[config.mk]
export PLATFORM = sky130hd
export DESIGN_NAME = uwire_eeprom_bulk
export DESIGN_NICKNAME = d
export VERILOG_FILES = /design/src/rtl/uwb_pkg.sv /design/src/rtl/uwb_sync.sv /design/src/rtl/uwb_busy_timer.sv /design/src/rtl/uwb_array.sv /design/src/rtl/uwb_frame_decoder.sv /design/src/rtl/uwire_eeprom_bulk.sv
export SDC_FILE = /design/constraint.sdc
export NUM_CORES = 2
export LEC_CHECK = 0
export BUFFER_PORTS_ARGS = -buffer_cell sky130_fd_sc_hd__buf_2
export CAP_MARGIN = 40
export CELL_PAD_IN_SITES_DETAIL_PLACEMENT = 0
export CELL_PAD_IN_SITES_GLOBAL_PLACEMENT = 2
export CORE_MARGIN = 2
export CORE_UTILIZATION = 44
export CTS_CLUSTER_DIAMETER = 80
export DETAILED_ROUTE_END_ITERATION = 7
export GPL_ROUTABILITY_DRIVEN = 0
export PLACE_DENSITY = 0.74
export SLEW_MARGIN = 20
export SYNTH_ARGS = -nofsm -noshare
export SYNTH_HDL_FRONTEND = slang
export SYNTH_SLANG_ARGS = --single-unit
[constraint.sdc]
create_clock -name clk -period 2.35 [get_ports clk]
set_input_delay 0.1175 -clock clk [delete_from_list [all_inputs] [get_ports clk]]
set_output_delay 0.1175 -clock clk [all_outputs]
set_load 0.01 [all_outputs]
[src/rtl/uwb_pkg.sv]
package uwb_pkg;

   localparam logic [1:0] OPC_EXT   = 2'b00;
   localparam logic [1:0] OPC_WRITE = 2'b01;
   localparam logic [1:0] OPC_READ  = 2'b10;
   localparam logic [1:0] OPC_ERASE = 2'b11;

   localparam logic [1:0] EXT_LOCK  = 2'b00;
   localparam logic [1:0] EXT_FILL  = 2'b01;
   localparam logic [1:0] EXT_BLANK = 2'b10;
   localparam logic [1:0] EXT_OPEN  = 2'b11;

   typedef enum logic [2:0] {
      CMD_NONE,
      CMD_READ,
      CMD_WRITE,
      CMD_ERASE,
      CMD_FILL,
      CMD_BLANK,
      CMD_OPEN,
      CMD_LOCK
   } uwb_cmd_e;

   typedef enum logic [2:0] {
      ST_IDLE,
      ST_OPC,
      ST_ADR,
      ST_DAT,
      ST_RD,
      ST_DONE
   } uwb_state_e;

   function automatic uwb_cmd_e uwb_decode(logic [1:0] opc, logic [1:0] ext);
      uwb_cmd_e c;
      case (opc)
         OPC_READ:  c = CMD_READ;
         OPC_WRITE: c = CMD_WRITE;
         OPC_ERASE: c = CMD_ERASE;
         default: begin
            case (ext)
               EXT_FILL:  c = CMD_FILL;
               EXT_BLANK: c = CMD_BLANK;
               EXT_OPEN:  c = CMD_OPEN;
               default:   c = CMD_LOCK;
            endcase
         end
      endcase
      return c;
   endfunction

   function automatic logic uwb_needs_data(uwb_cmd_e c);
      return (c == CMD_WRITE) || (c == CMD_FILL);
   endfunction

   function automatic logic uwb_is_store(uwb_cmd_e c);
      return (c == CMD_WRITE) || (c == CMD_ERASE) || (c == CMD_FILL) || (c == CMD_BLANK);
   endfunction

endpackage

[src/rtl/uwb_sync.sv]
module uwb_sync #(
   parameter int STAGES = 2
) (
   input  logic clk,
   input  logic rst_n,
   input  logic d,
   output logic q
);

   logic [STAGES-1:0] chain;

   for (genvar s = 0; s < STAGES; s++) begin : g_stage
      if (s == 0) begin : g_first
         always_ff @(posedge clk or negedge rst_n) begin
            if (!rst_n) chain[0] <= 1'b0;
            else        chain[0] <= d;
         end
      end else begin : g_next
         always_ff @(posedge clk or negedge rst_n) begin
            if (!rst_n) chain[s] <= 1'b0;
            else        chain[s] <= chain[s-1];
         end
      end
   end

   assign q = chain[STAGES-1];

endmodule

[src/rtl/uwb_busy_timer.sv]
module uwb_busy_timer #(
   parameter int CYCLES = 1000
) (
   input  logic clk,
   input  logic rst_n,
   input  logic start,
   output logic busy,
   output logic done
);

   localparam int CNT_W = $clog2(CYCLES + 1);
   localparam logic [CNT_W-1:0] LOAD = CNT_W'(CYCLES - 1);

   logic [CNT_W-1:0] cnt;

   assign done = busy && (cnt == '0);

   always_ff @(posedge clk or negedge rst_n) begin
      if (!rst_n) begin
         busy <= 1'b0;
         cnt  <= '0;
      end else if (start) begin
         busy <= 1'b1;
         cnt  <= LOAD;
      end else if (done) begin
         busy <= 1'b0;
      end else if (busy) begin
         cnt <= cnt - 1'b1;
      end
   end

endmodule

[src/rtl/uwb_array.sv]
module uwb_array #(
   parameter int ADDR_W = 6,
   parameter int DATA_W = 16
) (
   input  logic              clk,
   input  logic              rst_n,
   input  logic              commit,
   input  logic              fill_all,
   input  logic [ADDR_W-1:0] wr_addr,
   input  logic [DATA_W-1:0] wr_val,
   input  logic [ADDR_W-1:0] rd_addr,
   output logic [DATA_W-1:0] rd_word
);

   localparam int DEPTH = 1 << ADDR_W;

   logic [DEPTH*DATA_W-1:0] flat;

   for (genvar w = 0; w < DEPTH; w++) begin : g_word
      localparam logic [ADDR_W-1:0] IDX = ADDR_W'(w);
      logic [DATA_W-1:0] word_q;
      always_ff @(posedge clk or negedge rst_n) begin
         if (!rst_n)
            word_q <= '1;
         else if (commit && (fill_all || (wr_addr == IDX)))
            word_q <= wr_val;
      end
      assign flat[w*DATA_W +: DATA_W] = word_q;
   end

   assign rd_word = flat[rd_addr*DATA_W +: DATA_W];

endmodule

[src/rtl/uwb_frame_decoder.sv]
module uwb_frame_decoder
   import uwb_pkg::*;
#(
   parameter int ADDR_W = 6,
   parameter int DATA_W = 16
) (
   input  logic              clk,
   input  logic              rst_n,
   input  logic              sel,
   input  logic              bit_stb,
   input  logic              din,
   input  logic [DATA_W-1:0] rd_word,
   output logic [ADDR_W-1:0] rd_addr,
   output logic              frame_ok,
   output uwb_cmd_e          cmd,
   output logic [ADDR_W-1:0] addr,
   output logic [DATA_W-1:0] data,
   output logic              dout_bit,
   output logic              start_stb,
   output uwb_state_e        state_o
);

   localparam int MAXB  = (ADDR_W > DATA_W) ? ADDR_W : DATA_W;
   localparam int CNT_W = $clog2(MAXB + 1);
   localparam logic [CNT_W-1:0] ADR_LAST = CNT_W'(ADDR_W - 1);
   localparam logic [CNT_W-1:0] DAT_LAST = CNT_W'(DATA_W - 1);

   uwb_state_e        state;
   logic [CNT_W-1:0]  cnt;
   logic [1:0]        opc;
   logic [DATA_W-1:0] shreg;
   logic [ADDR_W-1:0] addr_next;
   uwb_cmd_e          cmd_next;

   assign addr_next = {addr[ADDR_W-2:0], din};
   assign rd_addr   = addr_next;
   assign cmd_next  = uwb_decode(opc, addr_next[ADDR_W-1 -: 2]);
   assign start_stb = bit_stb && (state == ST_IDLE) && din;
   assign state_o   = state;

   always_ff @(posedge clk or negedge rst_n) begin
      if (!rst_n) begin
         state    <= ST_IDLE;
         cnt      <= '0;
         opc      <= '0;
         addr     <= '0;
         data     <= '0;
         shreg    <= '0;
         cmd      <= CMD_NONE;
         frame_ok <= 1'b0;
         dout_bit <= 1'b0;
      end else if (!sel) begin
         state    <= ST_IDLE;
         frame_ok <= 1'b0;
         dout_bit <= 1'b0;
      end else if (bit_stb) begin
         case (state)
            ST_IDLE: begin
               if (din) begin
                  state <= ST_OPC;
                  cnt   <= '0;
               end
            end
            ST_OPC: begin
               opc <= {opc[0], din};
               if (cnt == CNT_W'(1)) begin
                  state <= ST_ADR;
                  cnt   <= '0;
               end else begin
                  cnt <= cnt + 1'b1;
               end
            end
            ST_ADR: begin
               addr <= addr_next;
               if (cnt == ADR_LAST) begin
                  cmd <= cmd_next;
                  cnt <= '0;
                  if (cmd_next == CMD_READ) begin
                     shreg    <= rd_word;
                     dout_bit <= 1'b0;
                     state    <= ST_RD;
                  end else if (uwb_needs_data(cmd_next)) begin
                     state <= ST_DAT;
                  end else begin
                     frame_ok <= 1'b1;
                     state    <= ST_DONE;
                  end
               end else begin
                  cnt <= cnt + 1'b1;
               end
            end
            ST_DAT: begin
               data <= {data[DATA_W-2:0], din};
               if (cnt == DAT_LAST) begin
                  frame_ok <= 1'b1;
                  state    <= ST_DONE;
               end else begin
                  cnt <= cnt + 1'b1;
               end
            end
            ST_RD: begin
               dout_bit <= shreg[DATA_W-1];
               shreg    <= {shreg[DATA_W-2:0], 1'b0};
            end
            default: begin
               state <= state;
            end
         endcase
      end
   end

endmodule

[src/rtl/uwire_eeprom_bulk.sv]
module uwire_eeprom_bulk
   import uwb_pkg::*;
#(
   parameter int ADDR_W      = 6,
   parameter int DATA_W      = 16,
   parameter int BUSY_CYCLES = 1000,
   parameter int SYNC_STAGES = 2
) (
   input  logic clk,
   input  logic rst_n,
   input  logic chip_sel,
   input  logic ser_clk,
   input  logic ser_in,
   output logic ser_out
);

   if (ADDR_W < 2 || ADDR_W > 12) begin : g_bad_addr
      $error("ADDR_W must lie in 2..12");
   end
   if (DATA_W < 2) begin : g_bad_data
      $error("DATA_W must be at least 2");
   end
   if (BUSY_CYCLES < 1) begin : g_bad_busy
      $error("BUSY_CYCLES must be at least 1");
   end
   if (SYNC_STAGES < 2) begin : g_bad_sync
      $error("SYNC_STAGES must be at least 2");
   end

   logic cs_s, sk_s, di_s;
   logic cs_prev, sk_prev;
   logic cs_fall, sk_rise, bit_stb;

   uwb_sync #(.STAGES(SYNC_STAGES)) u_sync_cs (.clk(clk), .rst_n(rst_n), .d(chip_sel), .q(cs_s));
   uwb_sync #(.STAGES(SYNC_STAGES)) u_sync_sk (.clk(clk), .rst_n(rst_n), .d(ser_clk),  .q(sk_s));
   uwb_sync #(.STAGES(SYNC_STAGES)) u_sync_di (.clk(clk), .rst_n(rst_n), .d(ser_in),   .q(di_s));

   always_ff @(posedge clk or negedge rst_n) begin
      if (!rst_n) begin
         cs_prev <= 1'b0;
         sk_prev <= 1'b0;
      end else begin
         cs_prev <= cs_s;
         sk_prev <= sk_s;
      end
   end

   assign cs_fall = cs_prev && !cs_s;
   assign sk_rise = sk_s && !sk_prev;

   logic              busy, done;
   logic [ADDR_W-1:0] rd_addr;
   logic [DATA_W-1:0] rd_word;
   logic              frame_ok, dec_dout, start_stb;
   uwb_cmd_e          dec_cmd;
   logic [ADDR_W-1:0] dec_addr;
   logic [DATA_W-1:0] dec_data;
   uwb_state_e        dec_state;

   assign bit_stb = sk_rise && cs_s && !busy;

   uwb_frame_decoder #(.ADDR_W(ADDR_W), .DATA_W(DATA_W)) u_dec (
      .clk       (clk),
      .rst_n     (rst_n),
      .sel       (cs_s),
      .bit_stb   (bit_stb),
      .din       (di_s),
      .rd_word   (rd_word),
      .rd_addr   (rd_addr),
      .frame_ok  (frame_ok),
      .cmd       (dec_cmd),
      .addr      (dec_addr),
      .data      (dec_data),
      .dout_bit  (dec_dout),
      .start_stb (start_stb),
      .state_o   (dec_state)
   );

   logic              wen_q, status_q;
   logic              pend_all;
   logic [ADDR_W-1:0] pend_addr;
   logic [DATA_W-1:0] pend_val;
   logic              accept, launch;

   assign accept = cs_fall && !busy && frame_ok;
   assign launch = accept && wen_q && uwb_is_store(dec_cmd);

   always_ff @(posedge clk or negedge rst_n) begin
      if (!rst_n) begin
         wen_q     <= 1'b0;
         status_q  <= 1'b0;
         pend_all  <= 1'b0;
         pend_addr <= '0;
         pend_val  <= '0;
      end else begin
         if (accept && dec_cmd == CMD_OPEN) wen_q <= 1'b1;
         if (accept && dec_cmd == CMD_LOCK) wen_q <= 1'b0;
         if (launch) begin
            status_q  <= 1'b1;
            pend_all  <= (dec_cmd == CMD_FILL) || (dec_cmd == CMD_BLANK);
            pend_addr <= dec_addr;
            pend_val  <= ((dec_cmd == CMD_ERASE) || (dec_cmd == CMD_BLANK)) ? '1 : dec_data;
         end else if (start_stb) begin
            status_q <= 1'b0;
         end
      end
   end

   uwb_busy_timer #(.CYCLES(BUSY_CYCLES)) u_timer (
      .clk   (clk),
      .rst_n (rst_n),
      .start (launch),
      .busy  (busy),
      .done  (done)
   );

   uwb_array #(.ADDR_W(ADDR_W), .DATA_W(DATA_W)) u_array (
      .clk      (clk),
      .rst_n    (rst_n),
      .commit   (done),
      .fill_all (pend_all),
      .wr_addr  (pend_addr),
      .wr_val   (pend_val),
      .rd_addr  (rd_addr),
      .rd_word  (rd_word)
   );

   assign ser_out = cs_s && (status_q ? !busy : dec_dout);

endmodule

=== Word-level counts from Yosys, hierarchy flattened ===
Index checks and enable logic that the tools add are counted.

* Register bits: 1121
* Bits in latches: 0
* RAM bits: 0
* Memory bits (read-only): 0
* Input bits: 5
* Output and inout bits: 1
* Word-level logic and storage cells: 404
* Memories kept: 0

* Add/sub/neg operators: 2
* Multipliers: 0
* Divide/modulo/power cells: 0
* Magnitude comparators: 0
* Equality and inequality tests: 101
* Shift-type cells: 1
* Multiplexer cells: 42
* Bitwise gates (word level): 0
* Reduce and logical (&&, ||, !) cells: 170

{| class="wikitable"
|+ Operator list
! cell !! count
|-
| $shiftx A1024 B11 Y16 || 1
|-
| $eq A6 B6 Y1 const B || 32
|-
| $eq A6 B5 Y1 const B || 16
|-
| $logic_and A1 B1 Y1 || 78
|-
| $logic_or A1 B1 Y1 || 70
|-
| $eq A6 B4 Y1 const B || 8
|-
| $mux W16 || 3
|-
| $pmux W16 S2 || 1
|-
| $mux W10 || 3
|-
| $eq A6 B3 Y1 const B || 4
|-
| $mux W3 || 8
|-
| $mux W5 || 4
|-
| $pmux W5 S4 || 1
|-
| $eq A3 B3 Y1 const B || 6
|-
| $mux W1 || 17
|-
| $eq A3 B2 Y1 const B || 5
|-
| $eq A6 B2 Y1 const B || 2
|-
| $ne A3 B2 Y1 const B || 4
|-
| $pmux W3 S4 || 1
|-
| $reduce_and A6 Y1 || 2
|-
| $logic_not A10 Y1 || 1
|-
| $reduce_and A5 Y1 || 2
|-
| $reduce_bool A2 Y1 || 5
|-
| $sub A10 B1 Y10 const B || 1
|-
| 23 further kinds || 41
|}

=== Logic depth before layout (Yosys ltp) ===
* Depth in word-level cells: 11
* Gate-level depth with buffers: 11

=== Modules after synthesis ===
From an unflattened synthesis, not the netlist that was laid out.

* Cells, all modules: 3498
* Area, all modules: 53326.1 sq um

{| class="wikitable"
|+ By module, submodules not included
! module !! times used !! cells each !! area each (sq um) !! seq. area each (sq um)
|-
| uwb_array || 1 || 3093 || 48745.5 || 26905.8
|-
| uwb_frame_decoder || 1 || 234 || 2643.8 || 1326.3
|-
| uwire_eeprom_bulk || 1 || 102 || 1178.6 || 675.6
|-
| uwb_busy_timer || 1 || 63 || 608.1 || 275.3
|-
| uwb_sync || 3 || 2 || 50.0 || 50.0
|}

=== Least setup slack after synthesis ===
No wires, ideal clock.

* Path type: register -> register
* Start: register u_dec.addr[1]
* End: register u_dec.shreg[10]
* Arrival: 2.180 ns
* Required time: 2.215 ns
* Slack: 0.035 ns
* Cell stages (with the launch flop): 9
* Clock period less this slack: 2.315 ns
* Cell sequence: dfrtp_1 -> buf_2 -> buf_2 -> mux4_2 -> mux4_2 -> o22ai_1 -> nor3_1 -> nor4_1 -> o31ai_1

* Cells in the longest elaborated chain, start to end: 4

{| class="wikitable"
|+ RTL lines
! what !! RTL line !! text
|-
| start, declared || uwb_frame_decoder.sv:16 || <nowiki>output logic [ADDR_W-1:0] addr,</nowiki>
|-
| start signal, assigned || uwb_frame_decoder.sv:74 || <nowiki>addr <= addr_next;</nowiki>
|-
| $shiftx A1024 B11 Y16 || uwb_array.sv:31 || <nowiki>assign rd_word = flat[rd_addr*DATA_W +: DATA_W];</nowiki>
|-
| $mux W16 || uwb_frame_decoder.sv:78 || <nowiki>if (cmd_next == CMD_READ) begin</nowiki>
|-
| $mux W16 || uwb_frame_decoder.sv:75 || <nowiki>if (cnt == ADR_LAST) begin</nowiki>
|-
| $pmux W16 S2 || uwb_frame_decoder.sv:57 || <nowiki>case (state)</nowiki>
|-
| end signal, assigned || uwb_frame_decoder.sv:79 || <nowiki>shreg <= rd_word;</nowiki>
|-
| end signal, assigned || uwb_frame_decoder.sv:103 || <nowiki>shreg <= {shreg[DATA_W-2:0], 1'b0};</nowiki>
|-
| end, declared || uwb_frame_decoder.sv:31 || <nowiki>logic [DATA_W-1:0] shreg;</nowiki>
|}

Every way passes these cells. The select of a mux whose other input is x is not followed.
A chain may end at the register's enable or synchronous reset.

=== Worst setup path after layout ===
* Start: register u_dec.addr[1]
* End: register u_dec.shreg[14]

The elaborated chain is that of the path after synthesis.

==> results by stage <==
Run status:
- The flow ran to the end, but the final reports show violations.
- The final reports fail on negative setup slack.

Floorplan:
- The initial utilization of the core area, before any placement, comes to 0.444.
- The overall die height is roughly 350 um.
- The boundary pin count is 6.
- The row count is roughly 130.
- The horizontal extent of the die is approximately 350 um.
- The region available for standard cell placement spans 0.120 mm^2.
- The die area is 0.124 mm^2.

Timing:
- Timing would allow up to 376 MHz.
- Headroom to the max-slew limit came out at 0.419.
- Setup repair after global routing could not meet its margin everywhere.
- The worst path in the final design needs a cycle of between 2000 and 3000 ps, including I/O delays and setup.
- The slew of the pin with the lowest slew margin is between 800 and 900 ps.
- The number of hold violations in the final report is 0.
- The worst-case clock skew is around 29 ps.
- Setup violations remaining at the end of the flow were counted as 1030.
- The count of pins over their slew limit is 0.
- The smallest setup slack after layout is -308 ps.
- In the finished design, the share of the clock period the worst path needs comes to 1.13.

Detailed routing:
- In the routed layout, each cell is associated on average with a via count of ~5.9.
- Summing over every cut layer, the via total after detailed routing is ~32000.
- The pre-antenna-repair detailed-routing pass consisted of 5 iterations.
- The first routing iteration left 2210 violations.
- The remaining routing DRC violations is 0.
- In this run the remaining antenna-violating nets after routing total 0.
- The total wirelength of the detailed-routed design is between 150 and 200 mm.
- In the final routed layout, each cell accounts on average for roughly 29 um.

Synth:
- When the netlist entered floorplanning its net count stood at roughly 3500.
- The most frequently used cell type in the post-synthesis netlist is dfstp_2.
- Synthesis instantiated 55 different standard cells from the library.
- After synthesis, the mean cell area works out to 15.4 um^2.
- In the synthesized netlist, the cells that appear most often are 1024 x dfstp_2, 628 x mux2_2, 419 x mux2_1.
- Yosys printed 0 warnings.
- In the synthesized netlist the async set-or-reset flop fraction comes to 1.00.
- The flip-flop and latch count after synthesis is approximately 1100.
- The commonest register cell after synthesis is dfstp_2.
- The fraction of the yosys area taken by sequential cells is 0.549.
- The netlist area before placement is between 0.05 and 0.06 mm^2.
- Synthesis produced 3471 cells.
- The library cell occupying the most area in the post-synthesis netlist is dfstp_2.
- The area fraction of the dominant cell type after synthesis is 0.503.
- By area the synthesized netlist is led by dfstp_2 50%, mux2_2 13%, mux4_2 9.0%.
- The synthesized design contains 0 enable-type register cells.

Layout:
- Counting the fill cells in the layout gives between 9000 and 10000.
- In the final layout, flip-flops and latches occupy between 0.02 and 0.03 mm^2.
- Measured on the finished design, the core utilization comes to 0.557.
- The number of standard cells in the final layout excluding fillers is around 5500.
- The share of layout cells above drive strength 1 is 0.761.
- The total area of multi-input combinational cells is about 0.025 mm^2.
- The number of nets in the layout is 3769.
- Compared with the post-synthesis result, the final layout area differs by 25.4%.
- The area of all placed cells without fillers is between 0.06 and 0.07 mm^2.

Critical path:
- The required time reported for the critical path endpoint is ~3000 ps.
- The number of buffers and inverters on the critical path is 6.
- The standard cell with the maximum stage delay on the critical path is dfrtp_4.
- On the worst path, the slowest cell contributes a delay of approximately 510 ps.
- By instance count, the cell type seen most on the critical path is buf_16.
- The family with the most delay on the worst path is buffers and inverters.
- The highest fanout seen on the critical path is 22.
- The arrival time reported for the critical path endpoint is about 3300 ps.
- The endpoint of the worst register-to-register path is u_dec.shreg[14].
- In this run the critical register-to-register path is launched from u_dec.addr[1].
- The worst register-to-register path has a depth of 11.
- The critical path in this run is classified as reg -> reg.
- Traced cell by cell, the critical path runs through buf_12, buf_16, buf_16, buf_4, buf_16, mux4_2, a22oi_1, buf_4, a21oi_1, nor3_4, o31ai_2.
- Across all register-to-register paths, the minimum setup slack is -310 ps.
- STA classifies the critical path endpoint as a flop.
- The worst setup path is launched from a flop.

Place:
- Prior to clock tree synthesis, the placed netlist has a worst setup slack of -504 ps.
- The sum of net half-perimeters after detailed placement is ~93 mm.
- During placement, the flow inserted port buffers numbering 5.
- Including well taps, the total number of placed cells is just over 5000.
- The placement-stage cell area is roughly 0.058 mm^2.

Hold path:
- In this run the most critical hold path is launched from ser_in.
- The cell depth of the worst min-delay path is 2.
- In this run the worst hold path is classified as in -> reg.
- The end point of the most critical hold path is u_sync_di.chain[0].

Pwr:
- The leakage power total is 26.3 nW.
- The worst-case IR drop observed on VDD is between 0.7 and 0.8 mV.
- Power spread over the standard cell area amounts to around 600 mW/mm^2.

CTS:
- The TritonCTS sink count is 1121.
- Clock tree synthesis inserted a total of 131 buffers.
- The H-tree generated during clock tree synthesis spans 4 levels.
- The tree is rooted in a clkbuf_16.
- The clock latency on the worst-skew pair is 750 ps.
- Counting along the longest clock path gives a buffer depth of 3.
- The clock tree from TritonCTS is done.
- The clock-pin slew on the worst setup and hold paths is about 60 ps.

Global routing:
- The initial antenna violation count is 0.
- The total overflow left after global routing is 0.
- The maximum number of pins on one net before global-route repair is about 110.
- The first-pass GRT wire length is between 200 and 250 mm.
- The via count of the first global-routing pass is between 30000 and 40000.
- The global-route usage over all layers is 0.246.

Job:
- The number of maximum-capacitance constraint violations is 0.
flip-flops by register name, indices dropped and copies added (netlist names), 2 cells and up:
register and flops:
pend_val 16, u_dec.data 16, u_dec.state_o 3, u_timer.cnt 10, pend_addr 6, u_dec.opc 2, u_dec.shreg 16, u_dec.cmd 3
u_dec.addr 6, u_dec.cnt 5, u_array.g_word.word_q 1024
worst reg2reg max path, cell delays in order (launching register included):
cell     delay [ps]
dfrtp_4         510
buf_12          160
buf_16          150
buf_16          190
buf_4           190
buf_16          170
mux4_2          250
a22oi_1          70
buf_4           150
a21oi_1         440
nor3_4           90
o31ai_2         200
cells in the final DEF (no fill, tap or decap), types with 14 or more instances in the layout:
cell,instances
a21oi_1,92
a22oi_1,63
a22oi_2,28
buf_12,167
buf_16,37
buf_4,193
buf_6,22
buf_8,15
clkbuf_1,36
clkbuf_16,150
clkbuf_8,28
dfrtp_1,76
dfrtp_2,18
dfstp_2,1024
mux2_1,219
mux2_2,319
mux2_4,549
mux2i_1,106
mux4_2,213
nand2_1,77
nor2_1,64
nor2_4,51
nor3_1,22
o21ai_0,35
o31ai_1,14
how the worst max path moves through the flow:
stage,start,to,slack [ps],cells past startpoint
floorplan,u_dec.addr[1],u_dec.shreg[10],40,8
global placement,u_dec.addr[1],u_dec.shreg[4],-580,8
detailed placement,u_dec.addr[1],u_dec.shreg[15],-500,9
CTS,u_dec.addr[1],u_dec.shreg[4],-290,9
global route,u_dec.addr[1],u_dec.shreg[14],-350,10
finish,u_dec.addr[1],u_dec.shreg[14],-310,11
kinds of logic (layout without fill, tap and decap cells):
family                     after synthesis  after routing  synth area share
and+or+nand+nor                        309            310            0.0370
muxes                                 1407           1407             0.342
DFF                                   1121           1121             0.549
buffers and inverters                  321            695            0.0348
xor gates and xnor gates                 8              8           0.00131
other                                    0              2                 0
AOI/OAI and AO/OA                      298            298            0.0350
adders and majority gates                7              7           0.00164
power by group:
part | leakage (nW) | switching, mW | total, mW | internal (mW)
Combinational | 12.4 | 0.636 | 0.946 | 0.310
Clock | 2.02 | 8.02 | 19.6 | 11.6
Sequential | 11.9 | 0.0167 | 19.4 | 19.4
Total | 26.3 | 8.67 | 40.0 | 31.3
stage by stage:
stage | power (mW) | hold slack [ps] | TNS, ps
6_report | 40.0 | 34.2 | -153860
5_1_grt | 41.3 | 45.8 | -202230
4_1_cts | 40.4 | 5.70 | -151960
3_5_place_dp | 20.6 | 227 | -98920
3_3_place_gp | 20.6 | 228 | -86360
2_1_floorplan | 19.9 | -178 | 0
timing repair:
item                        CTS  global route
buffers inserted             63            19
hold endpoints to repair     68             0
resized for setup           432           298
gates cloned                 29            15
setup endpoints to repair  1014          1041
hold buffers                  6             0
pin swaps                    56            39
routing by layer:
metal  vias to the layer above  GRT usage  share of wire
met5                         -          0              0
met4                         0     0.0670          0.029
met3                       235     0.0372          0.041
met2                       816      0.405           0.48
met1                     17600      0.341           0.45
li1                      13300          -              -
cell type report:
cell class	count	area share
multi-input combinational	2030	0.369
inverter	12	0.000672
timing repair buffer	461	0.101
antenna	2	0.0000747
sequential	1121	0.438
clock inverter	23	0.00284
clock buffer	199	0.0582
tap	1612	0.0301
Note: power is estimated with default switching activity, not from simulation.
